## config.mk

```make
export PLATFORM = sky130hd
export DESIGN_NAME = flash_guard
export DESIGN_NICKNAME = d
export VERILOG_FILES = /design/src/rtl/fg_pkg.sv /design/src/rtl/fg_mode_fsm.sv /design/src/rtl/fg_pe_bits.sv /design/src/rtl/flash_guard.sv
export SDC_FILE = /design/constraint.sdc
export NUM_CORES = 1
export LEC_CHECK = 0
export ABC_CLOCK_PERIOD_IN_PS = 3300
export CAP_MARGIN = 25
export CELL_PAD_IN_SITES_DETAIL_PLACEMENT = 1
export CELL_PAD_IN_SITES_GLOBAL_PLACEMENT = 2
export CORE_MARGIN = 2
export CORE_UTILIZATION = 35
export DETAILED_ROUTE_END_ITERATION = 10
export DONT_BUFFER_PORTS = 1
export GPL_ROUTABILITY_DRIVEN = 1
export PLACE_DENSITY_LB_ADDON = 0.1
export SLEW_MARGIN = 25
export SYNTH_ARGS = -nofsm -noshare
export SYNTH_HDL_FRONTEND = slang
export SYNTH_HIERARCHICAL = 1
export SYNTH_SLANG_ARGS = --single-unit
```

## constraint.sdc

```tcl
create_clock -name clk -period 3.3 [get_ports clk]
set_input_delay 0.165 -clock clk [delete_from_list [all_inputs] [get_ports clk]]
set_output_delay 0.165 -clock clk [all_outputs]
set_load 0.05 [all_outputs]
```

## src/rtl/fg_pkg.sv

```systemverilog
package fg_pkg;
   localparam int LP_MODE_W = 3;

   typedef enum logic [2:0] {
      ST_HW    = 3'd0,
      ST_NORM  = 3'd1,
      ST_ERR   = 3'd2,
      ST_LP    = 3'd3,
      ST_SUB   = 3'd4,
      ST_LPERR = 3'd5
   } fg_state_t;

   localparam logic [LP_MODE_W-1:0] MODE_SLEEP  = 3'd1;
   localparam logic [LP_MODE_W-1:0] MODE_SUBACT = 3'd4;

   typedef struct packed {
      logic rd;
      logic vf;
      logic pr;
      logic er;
   } fg_perm_t;

   function automatic fg_perm_t perm_of(fg_state_t s);
      fg_perm_t p;
      p = '0;
      case (s)
         ST_NORM: p = '{rd: 1'b1, vf: 1'b1, pr: 1'b1, er: 1'b1};
         ST_ERR:  p = '{rd: 1'b1, vf: 1'b1, pr: 1'b0, er: 1'b0};
         ST_SUB:  p = '{rd: 1'b1, vf: 1'b0, pr: 1'b0, er: 1'b0};
         default: p = '0;
      endcase
      return p;
   endfunction
endpackage

```

## src/rtl/fg_mode_fsm.sv

```systemverilog
module fg_mode_fsm
   import fg_pkg::*;
#(
   parameter int ERR_SRC_N    = 2,
   parameter bit CLR_ON_SLEEP = 1'b0
) (
   input  logic                 clk,
   input  logic                 rst_n,
   input  logic                 stby_n,
   input  logic                 lp_req_i,
   input  logic [LP_MODE_W-1:0] lp_mode_i,
   input  logic                 lp_exit_i,
   input  logic [ERR_SRC_N-1:0] err_det_i,
   input  logic                 pe_busy_i,
   output fg_state_t            state_o,
   output logic                 err_o,
   output logic                 clr_o
);
   fg_state_t st_q, st_d;
   logic      err_q, err_d, clr_q, clr_d;
   logic      err_any, sleep_clr;

   assign err_any = |err_det_i;

   generate
      if (ERR_SRC_N < 1) begin : g_bad_src
         $error("fg_mode_fsm: ERR_SRC_N must be at least 1");
      end
      if (CLR_ON_SLEEP) begin : g_sleep_clr
         assign sleep_clr = 1'b1;
      end else begin : g_sleep_keep
         assign sleep_clr = (lp_mode_i != MODE_SLEEP);
      end
   endgenerate

   always_comb begin
      st_d  = st_q;
      err_d = err_q;
      clr_d = 1'b0;
      if (!stby_n) begin
         st_d  = ST_HW;
         err_d = 1'b0;
      end else begin
         case (st_q)
            ST_HW: st_d = ST_NORM;
            ST_NORM: begin
               if (err_any) begin
                  st_d  = ST_ERR;
                  err_d = 1'b1;
               end else if (lp_req_i) begin
                  if (pe_busy_i) begin
                     err_d = 1'b1;
                     if (lp_mode_i == MODE_SUBACT) begin
                        st_d = ST_ERR;
                     end else begin
                        st_d  = ST_LPERR;
                        clr_d = 1'b1;
                     end
                  end else if (lp_mode_i == MODE_SUBACT) begin
                     st_d = ST_SUB;
                  end else begin
                     st_d  = ST_LP;
                     clr_d = sleep_clr;
                  end
               end
            end
            ST_ERR: begin
               if (lp_req_i) begin
                  st_d  = ST_LPERR;
                  clr_d = 1'b1;
               end
            end
            ST_LP, ST_SUB: begin
               if (err_any) begin
                  st_d  = ST_LPERR;
                  err_d = 1'b1;
                  clr_d = 1'b1;
               end else if (lp_exit_i) begin
                  st_d = ST_NORM;
               end
            end
            ST_LPERR: if (lp_exit_i) st_d = ST_ERR;
            default:  st_d = ST_HW;
         endcase
      end
   end

   always_ff @(posedge clk or negedge rst_n) begin
      if (!rst_n) begin
         st_q  <= ST_HW;
         err_q <= 1'b0;
         clr_q <= 1'b0;
      end else begin
         st_q  <= st_d;
         err_q <= err_d;
         clr_q <= clr_d;
      end
   end

   assign state_o = st_q;
   assign err_o   = err_q;
   assign clr_o   = clr_q;


   hw_entry_chk: assert property (@(posedge clk) disable iff (!rst_n)
      !stby_n |=> (st_q == ST_HW && !err_q));

   err_sticky_chk: assert property (@(posedge clk) disable iff (!rst_n)
      (err_q && stby_n) |=> err_q);

   clr_state_chk: assert property (@(posedge clk) disable iff (!rst_n)
      clr_q |-> (st_q == ST_LP || st_q == ST_LPERR));
endmodule

```

## src/rtl/fg_pe_bits.sv

```systemverilog
module fg_pe_bits #(
   parameter int N_BITS = 2
) (
   input  logic              clk,
   input  logic              rst_n,
   input  logic              clr_i,
   input  logic [N_BITS-1:0] ok_i,
   input  logic              we_i,
   input  logic [N_BITS-1:0] wdata_i,
   output logic [N_BITS-1:0] bits_o
);
   generate
      if (N_BITS < 1) begin : g_bad_n
         $error("fg_pe_bits: N_BITS must be at least 1");
      end
      for (genvar g = 0; g < N_BITS; g++) begin : g_bit
         logic b_q;
         always_ff @(posedge clk or negedge rst_n) begin
            if (!rst_n)          b_q <= 1'b0;
            else if (clr_i)      b_q <= 1'b0;
            else if (!ok_i[g])   b_q <= 1'b0;
            else if (we_i)       b_q <= wdata_i[g];
         end
         assign bits_o[g] = b_q;


         lock_chk: assert property (@(posedge clk) disable iff (!rst_n)
            !ok_i[g] |=> !b_q);
      end
   endgenerate
endmodule

```

## src/rtl/flash_guard.sv

```systemverilog
module flash_guard
   import fg_pkg::*;
#(
   parameter int ERR_SRC_N    = 2,
   parameter bit CLR_ON_SLEEP = 1'b0
) (
   input  logic                 clk,
   input  logic                 rst_n,
   input  logic                 stby_n,
   input  logic                 lp_req_i,
   input  logic [2:0]           lp_mode_i,
   input  logic                 lp_exit_i,
   input  logic [ERR_SRC_N-1:0] err_det_i,
   input  logic                 boot_run_i,
   input  logic                 pe_we_i,
   input  logic                 p_wdata_i,
   input  logic                 e_wdata_i,
   output logic                 rd_ok_o,
   output logic                 vf_ok_o,
   output logic                 pr_ok_o,
   output logic                 er_ok_o,
   output logic                 err_flag_o,
   output logic                 regs_clr_o,
   output logic                 p_bit_o,
   output logic                 e_bit_o,
   output logic                 irq_mask_o
);
   localparam int PE_N = 2;

   fg_state_t       state;
   fg_perm_t        perm;
   logic            err, clr;
   logic [PE_N-1:0] pe_bits;

   fg_mode_fsm #(.ERR_SRC_N(ERR_SRC_N), .CLR_ON_SLEEP(CLR_ON_SLEEP)) u_fsm (
      .clk       (clk),
      .rst_n     (rst_n),
      .stby_n    (stby_n),
      .lp_req_i  (lp_req_i),
      .lp_mode_i (lp_mode_i),
      .lp_exit_i (lp_exit_i),
      .err_det_i (err_det_i),
      .pe_busy_i (|pe_bits),
      .state_o   (state),
      .err_o     (err),
      .clr_o     (clr)
   );

   assign perm = perm_of(state);

   fg_pe_bits #(.N_BITS(PE_N)) u_pe (
      .clk     (clk),
      .rst_n   (rst_n),
      .clr_i   (clr),
      .ok_i    ({perm.er, perm.pr}),
      .we_i    (pe_we_i),
      .wdata_i ({e_wdata_i, p_wdata_i}),
      .bits_o  (pe_bits)
   );

   assign rd_ok_o    = perm.rd;
   assign vf_ok_o    = perm.vf;
   assign pr_ok_o    = perm.pr;
   assign er_ok_o    = perm.er;
   assign err_flag_o = err;
   assign regs_clr_o = clr;
   assign p_bit_o    = pe_bits[0];
   assign e_bit_o    = pe_bits[1];
   assign irq_mask_o = (|pe_bits) | boot_run_i;


   err_lock_chk: assert property (@(posedge clk) disable iff (!rst_n)
      err_flag_o |-> (!pr_ok_o && !er_ok_o));

   clr_perm_chk: assert property (@(posedge clk) disable iff (!rst_n)
      regs_clr_o |-> !(rd_ok_o || vf_ok_o || pr_ok_o || er_ok_o));
endmodule

```

; Word level (Yosys, flattened, before mapping)
; Index checks and enable logic that the tools add are counted.
[totals]
register_bits = 7
in_bits = 14
out_inout_bits = 9
wordCells = 61
[op_classes]
n_eq_ne = 16
n_mux = 33
n_bitwise = 1
reduce_logical = 6
[op_table]
columns = operator, count
row1 = two-way mux 3 bit, 10
row2 = two-way mux 1 bit, 19
row3 = case mux 3 bit (5 select lines), 1
row4 = case mux 4 bit (3 select lines), 1
row5 = equality test 3 bit (second input constant), 3
row6 = != test 3 x 2 -> 1 bit (second input constant), 3
row7 = != test 4 x 3 -> 1 bit (second input constant), 2
row8 = AND reduction 4 bit, 2
row9 = equality test 3 x 2 -> 1 bit (second input constant), 2
row10 = != test 3 x 1 -> 1 bit (second input constant), 2
row11 = != test 3 bit (second input constant), 2
row12 = OR reduction 2 bit, 3
row13 = != test 4 x 2 -> 1 bit (second input constant), 1
row14 = equality test 3 x 1 -> 1 bit (second input constant), 1
row15 = logical NOT 3 bit, 1
row16 = case mux 1 bit (3 select lines), 1
row17 = case mux 1 bit (2 select lines), 1
row18 = bitwise OR 1 bit, 1

; Depth between registers and ports, before layout
; Gate-level depths: netlist of run 1.
[logic_depth]
depth_word = 7
mapped_depth = 6
ltp_nobuf = 5

; Cells and area by module
; Netlist of run 1, hierarchy kept.
[by_module_without_submodules]
columns = mod, instances, cells_each, area_per_inst_um2, seq_area_each_um2
row1 = fg_mode_fsm, 1, 57, 464.2, 125.1
row2 = fg_pe_bits, 1, 8, 100.1, 50.0
row3 = flash_guard, 1, 9, 61.3, 0.0

; Worst setup path after synthesis of run 1
; No wires, ideal clock.
[synth_timing]
path_kind = reg-to-output
start = register u_fsm.st_q[1], in the netlist u_fsm/state_o[1]
end = output pr_ok_o
arrival_time_ps = 2181
setup_slack_ps = 954
stages_incl_launch_ff = 3
path_cell_list = dfrtp_1 > nor3b_1 > buf_4
[synth_via]
elab_chain_cells = 2
word_cells_on_any_way = 4
classes_between = eq/ne (3) / mux (1)
[synth_rtl]
columns = item, line_no
row1 = "start, declared", fg_mode_fsm.sv:19  ; fg_state_t st_q, st_d;
row2 = "start signal, assigned", fg_mode_fsm.sv:94  ; st_q <= st_d;
row3 = equality test 3 bit (tied with other cells), fg_pkg.sv:26  ; case (s)
row4 = case mux 4 bit (3 select lines) (*), fg_pkg.sv:26
row5 = "end, declared", flash_guard.sv:20  ; output logic pr_ok_o,
; Every way passes the cells marked *; elsewhere a longest branch is shown, timed or not.

; Worst setup path after layout of run 1
[layout_timing]
start = register u_fsm.st_q[0], in the netlist u_fsm/state_o[0]
end = output vf_ok_o
[layout_via]
elab_chain_cells = 2
word_cells_on_any_way = 4
classes_between = eq/ne (3) / mux (1)
[layout_rtl]
columns = item, line_no
row1 = equality test 3 bit (tied with other cells), fg_pkg.sv:26
row2 = case mux 4 bit (3 select lines) (*), fg_pkg.sv:26
row3 = "end, declared", flash_guard.sv:19  ; output logic vf_ok_o,
; Marked as above.

==> impl_metrics.csv, run 1 <==
group,metric,value,unit
power_and_ir_drop,peakVddDrop,0.1624,mV
worst_setup_path,crit_fanout,17,
worst_setup_path,rrSetupSlack,1.52,ns
sta,clock-skew-final,0.001031,ns
detailed_routing,drtPass1Iterations,1,
detailed_routing,vias_per_cell,5.545,
clocking,cts_setup_buffers,0,
grt,grt_usage,18.07,%
die,ios,23,
synth,synthCells,74,
worst_setup_path,critPathArrivalTime,1.71,ns
clocking,cts_tree,"yes",
detailed_routing,drtIter0Drc,0,
synth,synth_area_leaders,"dfrtp_1 (28%), nor3b_1 (9.6%), buf_4 (4.8%)",
sta,slew-limit-headroom,41.26,%
detailed_routing,vias,549,
die,die-area,2141,um2
worst_setup_path,required,3.13,ns
synth,yosysTopAreaCell,"dfrtp_1",
synth,synth_top_area_share,28.00,%
clocking,path_clk_slew,0.05,ns
worst_setup_path,crit_chain,"xnor2_1 > nor2_1",
sta,final.setup.tns,0,ns
run_status,outcome,"complete, no violations",
grt,grt_remaining_overflow,0,
sta,finalSetupViolCount,0,
detailed_routing,ant_nets,0,
worst_setup_path,critPathBufInv,0,
power_and_ir_drop,leakagePower,0.0002650,uW
place,place_congestion,0.7426,
die,die_y,46.28,um
grt,grt_pass1_vias,567,
detailed_routing,drcViolationCount,0,
place,numPortBuffers,0,
clocking,cts_root_buf,"clkbuf_4",
clocking,cts_sinks,7,
synth,syn_nets,88,
synth,ys_warn_count,6,
worst_setup_path,end_kind,"output port",
clocking,worstSkewPairLatency,0.26,ns
worst_setup_path,crit_path_max_incr_delay,0.68,ns
sta,hold_viol,0,
sta,fin_crit_sh,56.67,%
synth,async_reset_ff_share,100.0,%
grt,grt_pass1_wl,2615,um
synth,ys_dominant_reg_cell,"dfrtp_1",
hold_path,hp-class,"input port to register",
die,die_w,46.28,um
sta,period_minus_slack,1.870,ns
die,start_util,36.63,%
place,dpl.hpwl,1202,um
grt,antenna_found_initial,0,
detailed_routing,routed_wirelength,1606,um
final_layout,layout-drive-gt1-share,12.16,%
worst_setup_path,critPathKind,"register to output port",
synth,ys_seq_area_share,28.00,%
synth,ys_ff_latch,7,
die,core_area,1708,um2
sta,worst_pin_slew,0.8778,ns
clocking,clock_path_buffers,2,
die,rows,15,
grt,grt_max_degree,18,
detailed_routing,avgRoutedWirePerCell,16.22,um
sta,rsz0062_at_grt,"no",
final_layout,syn_to_final_growth,6.400,%
synth,synth_area,625.6,um2
sta,drv_slew,0,
synth,syn_area_per_cell,8.454,um2
final_layout,antennaDiodeCount,0,
worst_setup_path,critPathTopFamily,"simple AND/OR/NAND/NOR gates",
job,cap_violations,0,
sta,fmax,534.8,MHz
final_layout,final_nets,89,
worst_setup_path,start_kind,"register",
worst_setup_path,critPathSlowestCell,"nor2_1",
clocking,htree_levels,1,
synth,synth.distinct_cells,36,
power_and_ir_drop,power.density,610.8,nW/um2
synth,synth_edf_count,0,
final_layout,post-route-util,38.97,%
clocking,numCtsBuffers,3,
cell type report:
class	count	area, um2
clock buffer	4	26.28
fill	213	1042
tap	25	31.28
inverter	3	11.26
multi-input combinational	57	392.9
sequential	7	175.2
timing repair buffer	3	28.78
state kept, by name, summed over array words and instances (netlist names):
signal          count
u_fsm/state_o       3
u_fsm/err_o         1
u_pe/g_bit.b_q      2
u_fsm/clr_o         1
metrics by stage:
stage | setup slack (ns) | std cells | instance area (um2) | hold slack, ns | power, uW
3_3_place_gp | 1.523 | 94 | 629.4 | -0.1304 | 326.7
5_1_grt | 1.311 | 99 | 665.6 | 0.02353 | 434.3
4_1_cts | 1.410 | 99 | 665.6 | 0.01816 | 412.1
3_5_place_dp | 1.519 | 94 | 629.4 | -0.1304 | 327.3
6_report | 1.430 | 99 | 665.6 | 0.02759 | 406.6
2_1_floorplan | 0.9544 | 74 | 625.6 | -0.1306 | 303.8
synthesized netlist by cell type, types with 2 or more instances:
library cell and count:
o21a_1 3, nor2_1 7, o211ai_1 2, nor3b_1 8, inv_1 3, buf_4 4, dfrtp_1 7, xor2_1 2
o21ai_0 4, a21oi_1 3, nand3_1 2, mux2i_1 2, nand2b_1 2, nor3_1 2, o2111ai_1 2
where the power goes:
group | internal [uW] | switching [uW] | total [uW]
Combinational | 60.0 | 115 | 175
Clock | 46.3 | 34.4 | 80.7
Sequential | 97.4 | 54.0 | 151
metal layers:
metal  vias to the layer above  global-route usage (%)  part of all wire (%)
met2                        14                   26.67                    46
met1                       262                   22.77                    47
met4                         0                   13.71                   3.0
li1                        269                       -                     -
met3                         4                   3.529                   4.0
met5                         -                       0                     0
worst paths after layout:
kind | start | end | depth (start not counted)
setup / recovery | u_fsm/state_o[0] | vf_ok_o | 2
hold / removal | stby_n | u_fsm/err_o | 1
setup reg to reg | u_pe/g_bit[1].b_q | u_fsm/clr_o | 5
hold reg to reg | u_fsm/clr_o | u_pe/g_bit[1].b_q | 1
max in group asynchronous | rst_n | u_pe/g_bit[1].b_q | 1
min in group asynchronous | rst_n | u_fsm/err_o | 1
placed cells by master (no fill, tap or decap), types with 2 or more instances in the layout:
cell type / synthesis / layout
nor2_1: 7 / 7
nor3_1: 2 / 2
o21ai_0: 4 / 4
o211ai_1: 2 / 2
o21a_1: 3 / 3
a21oi_1: 3 / 3
xor2_1: 2 / 2
nand3_1: 2 / 2
inv_1: 3 / 3
dfrtp_1: 7 / 7
nand2b_1: 2 / 2
clkbuf_4: 0 / 3
nor3b_1: 8 / 7
o2111ai_1: 2 / 2
mux2i_1: 2 / 2
worst reg2reg max path, cell delays in order, from the launching register on:
cell	delay, ns
dfrtp_1	0.57
or2_2	0.41
nor3b_1	0.21
a21oi_1	0.06
o21a_1	0.18
o221a_1	0.23
what timing repair did:
item / in CTS / in global routing
hold buffers: 1 / 0
endpoints found under the hold margin: 7 / 0
resized for setup: 0 / 0
cells by family (layout without fill, tap and decap cells):
kind of cell,count (synthesis),count (layout),synth area share (%)
AOI/OAI and AO/OA,20,20,22.40
xor gates and xnor gates,3,3,4.201
and+or+nand+nor,32,32,32.21
DFF,7,7,28.00
buffers and inverters,10,10,9.998
muxes,2,2,3.200
No activity file was read; power rests on OpenSTA's default activity.
==> inputs of run 2 (changes only) <==
--- a/config.mk
+++ b/config.mk
@@ -5,12 +5,13 @@
 export SDC_FILE = /design/constraint.sdc
 export NUM_CORES = 1
 export LEC_CHECK = 0
-export ABC_CLOCK_PERIOD_IN_PS = 3300
+export ABC_AREA = 1
+export ABC_CLOCK_PERIOD_IN_PS = 1600
 export CAP_MARGIN = 25
 export CELL_PAD_IN_SITES_DETAIL_PLACEMENT = 1
 export CELL_PAD_IN_SITES_GLOBAL_PLACEMENT = 2
 export CORE_MARGIN = 2
-export CORE_UTILIZATION = 35
+export CORE_UTILIZATION = 26
 export DETAILED_ROUTE_END_ITERATION = 10
 export DONT_BUFFER_PORTS = 1
 export GPL_ROUTABILITY_DRIVEN = 1
==> constraint.sdc (replaced) <==
create_clock -name clk -period 1.6 [get_ports clk]
set_input_delay 0.08 -clock clk [delete_from_list [all_inputs] [get_ports clk]]
set_output_delay 0.08 -clock clk [all_outputs]
set_load 0.05 [all_outputs]
==> impl_metrics.csv, run 2 <==
group,metric,value,unit
worst_setup_path,end_kind,"output port",
worst_setup_path,required,1.52,ns
worst_setup_path,rrSetupSlack,0.22,ns
die,die_w,53.49,um
clocking,numCtsBuffers,3,
power_and_ir_drop,leakagePower,0.0003947,uW
worst_setup_path,cp_common_cell,"nand2_1",
grt,grt_remaining_overflow,0,
grt,grt_pass1_wl,2849,um
sta,fin_crit_sh,95.47,%
synth,synth_commonest_cells,"nand2_1 (28), inv_1 (19), nor2_1 (14)",
synth,ys_warn_count,6,
worst_setup_path,crit_path_max_incr_delay,0.48,ns
clocking,cts_tree,"yes",
detailed_routing,avgRoutedWirePerCell,11.74,um
sta,clock-skew-final,0.002940,ns
synth,synth_area_leaders,"dfrtp_1 (28%), nand2_1 (17%), inv_1 (11%)",
synth,synth_top_area_share,27.50,%
final_layout,layout_commonest_cell,"nand2_1",
hold_path,hp-class,"input port to register",
die,die-area,2861,um2
synth,ys_dominant_reg_cell,"dfrtp_1",
clocking,clock_path_buffers,2,
place,pre_cts_ws,0.2116,ns
power_and_ir_drop,peakVddDrop,0.5173,mV
worst_setup_path,critPathTopFamily,"simple AND/OR/NAND/NOR gates",
detailed_routing,vias,651,
die,core_area,2255,um2
sta,drv_slew,0,
clocking,worstSkewPairLatency,0.24,ns
synth,synth.most_common_cell,"nand2_1",
detailed_routing,drcViolationCount,0,
hold_path,hp-start,"e_wdata_i",
detailed_routing,routed_wirelength,1702,um
synth,syn_area_per_cell,5.897,um2
power_and_ir_drop,power.density,1280,nW/um2
final_layout,layout-drive-gt1-share,17.95,%
worst_setup_path,critPathArrivalTime,1.45,ns
synth,ys_ff_latch,7,
final_layout,largest_reg_flops,3,
worst_setup_path,critPathSlowestCell,"dfrtp_1",
job,cap_violations,0,
place,dpl.hpwl,1429,um
detailed_routing,vias_per_cell,4.490,
final_layout,final_nets,132,
power_and_ir_drop,p_total,960.6,uW
sta,slew-limit-headroom,65.47,%
clocking,cts_sinks,7,
place,place_congestion,0.8420,
worst_setup_path,crit_fanout,8,
run_status,outcome,"complete, no violations",
synth,synth_area,636.9,um2
worst_setup_path,critPathKind,"register to output port",
clocking,path_clk_slew,0.05,ns
clocking,ctsResizeCount,0,
final_layout,antennaDiodeCount,0,
detailed_routing,drtPass1Iterations,4,
worst_setup_path,crit_chain,"buf_4 > inv_1 > nand2_1 > nand3_1 > nand2_1",
synth,synthCells,108,
hold_path,min_to,"u_pe/g_bit[1].b_q",
detailed_routing,drtIter0Drc,5,
synth,yosysTopAreaCell,"dfrtp_1",
sta,finalSetupViolCount,0,
hold_path,min_path_cells,2,
synth,synth_edf_count,0,
die,rows,17,
sta,period_minus_slack,1.528,ns
synth,synth.distinct_cells,19,
worst_setup_path,critPathBufInv,2,
sta,worst_pin_slew,0.5180,ns
synth,syn_nets,122,
die,die_y,53.49,um
sta,rsz0062_at_grt,"yes",
sta,final.setup.tns,0,ns
clocking,cts_root_buf,"clkbuf_4",
worst_setup_path,start_kind,"register",
worst_setup_path,cp_num_cells,5,
grt,grt_pass1_vias,667,
place,numPortBuffers,0,
die,start_util,28.25,%
worst_setup_path,reg2reg_from,"u_fsm/state_o[2]",
grt,antenna_found_initial,0,
synth,async_reset_ff_share,100.0,%
final_layout,final_cell_mix,"nand2_1 (28), inv_1 (19), nor2_1 (14)",
final_layout,nFillCells,315,
detailed_routing,ant_nets,0,
die,ios,23,
clocking,htree_levels,1,
grt,grt_usage,13.87,%
synth,ys_seq_area_share,27.50,%
sta,hold_viol,0,
sta,fin_ws,0.07244,ns
worst_setup_path,r2r_cells,9,
final_layout,syn_to_final_growth,17.88,%
clocking,cts_setup_buffers,0,
grt,grt_max_degree,9,
worst_setup_path,r2r-end,"u_fsm/state_o[1]",
sta,fmax,654.6,MHz
## run 2: changes by cell type in the layout (fill, tap and decap cells not counted), moves of 4 or more
cell and change:
inv_1 +16, nor3b_1 -7, nand2_2 +4, nand2_1 +28, nor2_2 +4, nand3_1 +9
nor2_1 +7, buf_4 +5
## run 2: through the flow
step,util [%],hold WS [ns],cell area (um2),instances
3_3_place_gp,30.80,-0.2153,694.4,138
4_1_cts,33.30,0.006107,750.7,145
3_5_place_dp,30.80,-0.2153,694.4,138
5_1_grt,33.30,0.03057,750.7,145
2_1_floorplan,-,-0.2156,648.1,108
6_report,33.30,0.01791,750.7,145
## run 2: layout make-up
cell class	instances	area [um2]	share of cell area [%]
Inverter	22	82.58	11.00
Multi-Input combinational cell	75	356.6	47.50
Clock buffer	4	26.28	3.500
Tap cell	28	35.03	4.667
Sequential cell	7	175.2	23.33
Timing Repair Buffer	9	75.07	10.00
## run 2: worst max path at each step
stage	from	endpoint	slack, ns
final	u_fsm/state_o[1]	rd_ok_o	0.07
after floorplan	u_fsm/state_o[0]	u_pe/g_bit[1].b_q	0.11
after CTS	u_fsm/state_o[1]	rd_ok_o	0.04
after global placement	u_fsm/state_o[2]	u_fsm/state_o[2]	0.19
after detailed placement	u_fsm/state_o[2]	u_fsm/state_o[1]	0.21
after global routing	u_fsm/state_o[1]	rd_ok_o	-0.02
## run 2: cells by family after synthesis
logic type,Yosys count,synth area share [%]
AOI/OAI and AO/OA,8,6.680
and+or+nand+nor,67,47.54
buffers and inverters,26,18.27
DFF,7,27.51
## run 2: power by group
part | internal (uW) | total, uW | switching (uW)
combinational | 138 | 521 | 383
sequential | 208 | 287 | 78.5
clock | 94.7 | 153 | 58.1
## run 2: timing repair
item	in CTS	in global routing
hold endpoints to repair	9	0
setup endpoints to repair	0	2
hold buffers	3	0
## run 2: worst register-to-register path, stage by stage (launching register included)
cell and delay (ns):
dfrtp_1 0.47, inv_1 0.13, nand3_1 0.12, nand2_2 0.10
nand2_1 0.10, nand2_1 0.06, nand2_1 0.08, nand2_2 0.07
nand2_1 0.06, o21ai_0 0.08
## run 2: routing by layer
| metal | vias up | GRT usage (%) | share of wire [%] | wire length [um] |
|---|---|---|---|---|
| met5 | - | 0 | 0 | 0 |
| met4 | 0 | 6.410 | 0 | 0 |
| met3 | 0 | 2.260 | 4.4 | 75 |
| met2 | 15 | 25.10 | 48 | 822 |
| met1 | 291 | 15.53 | 47 | 804 |
| li1 | 345 | - | - | - |
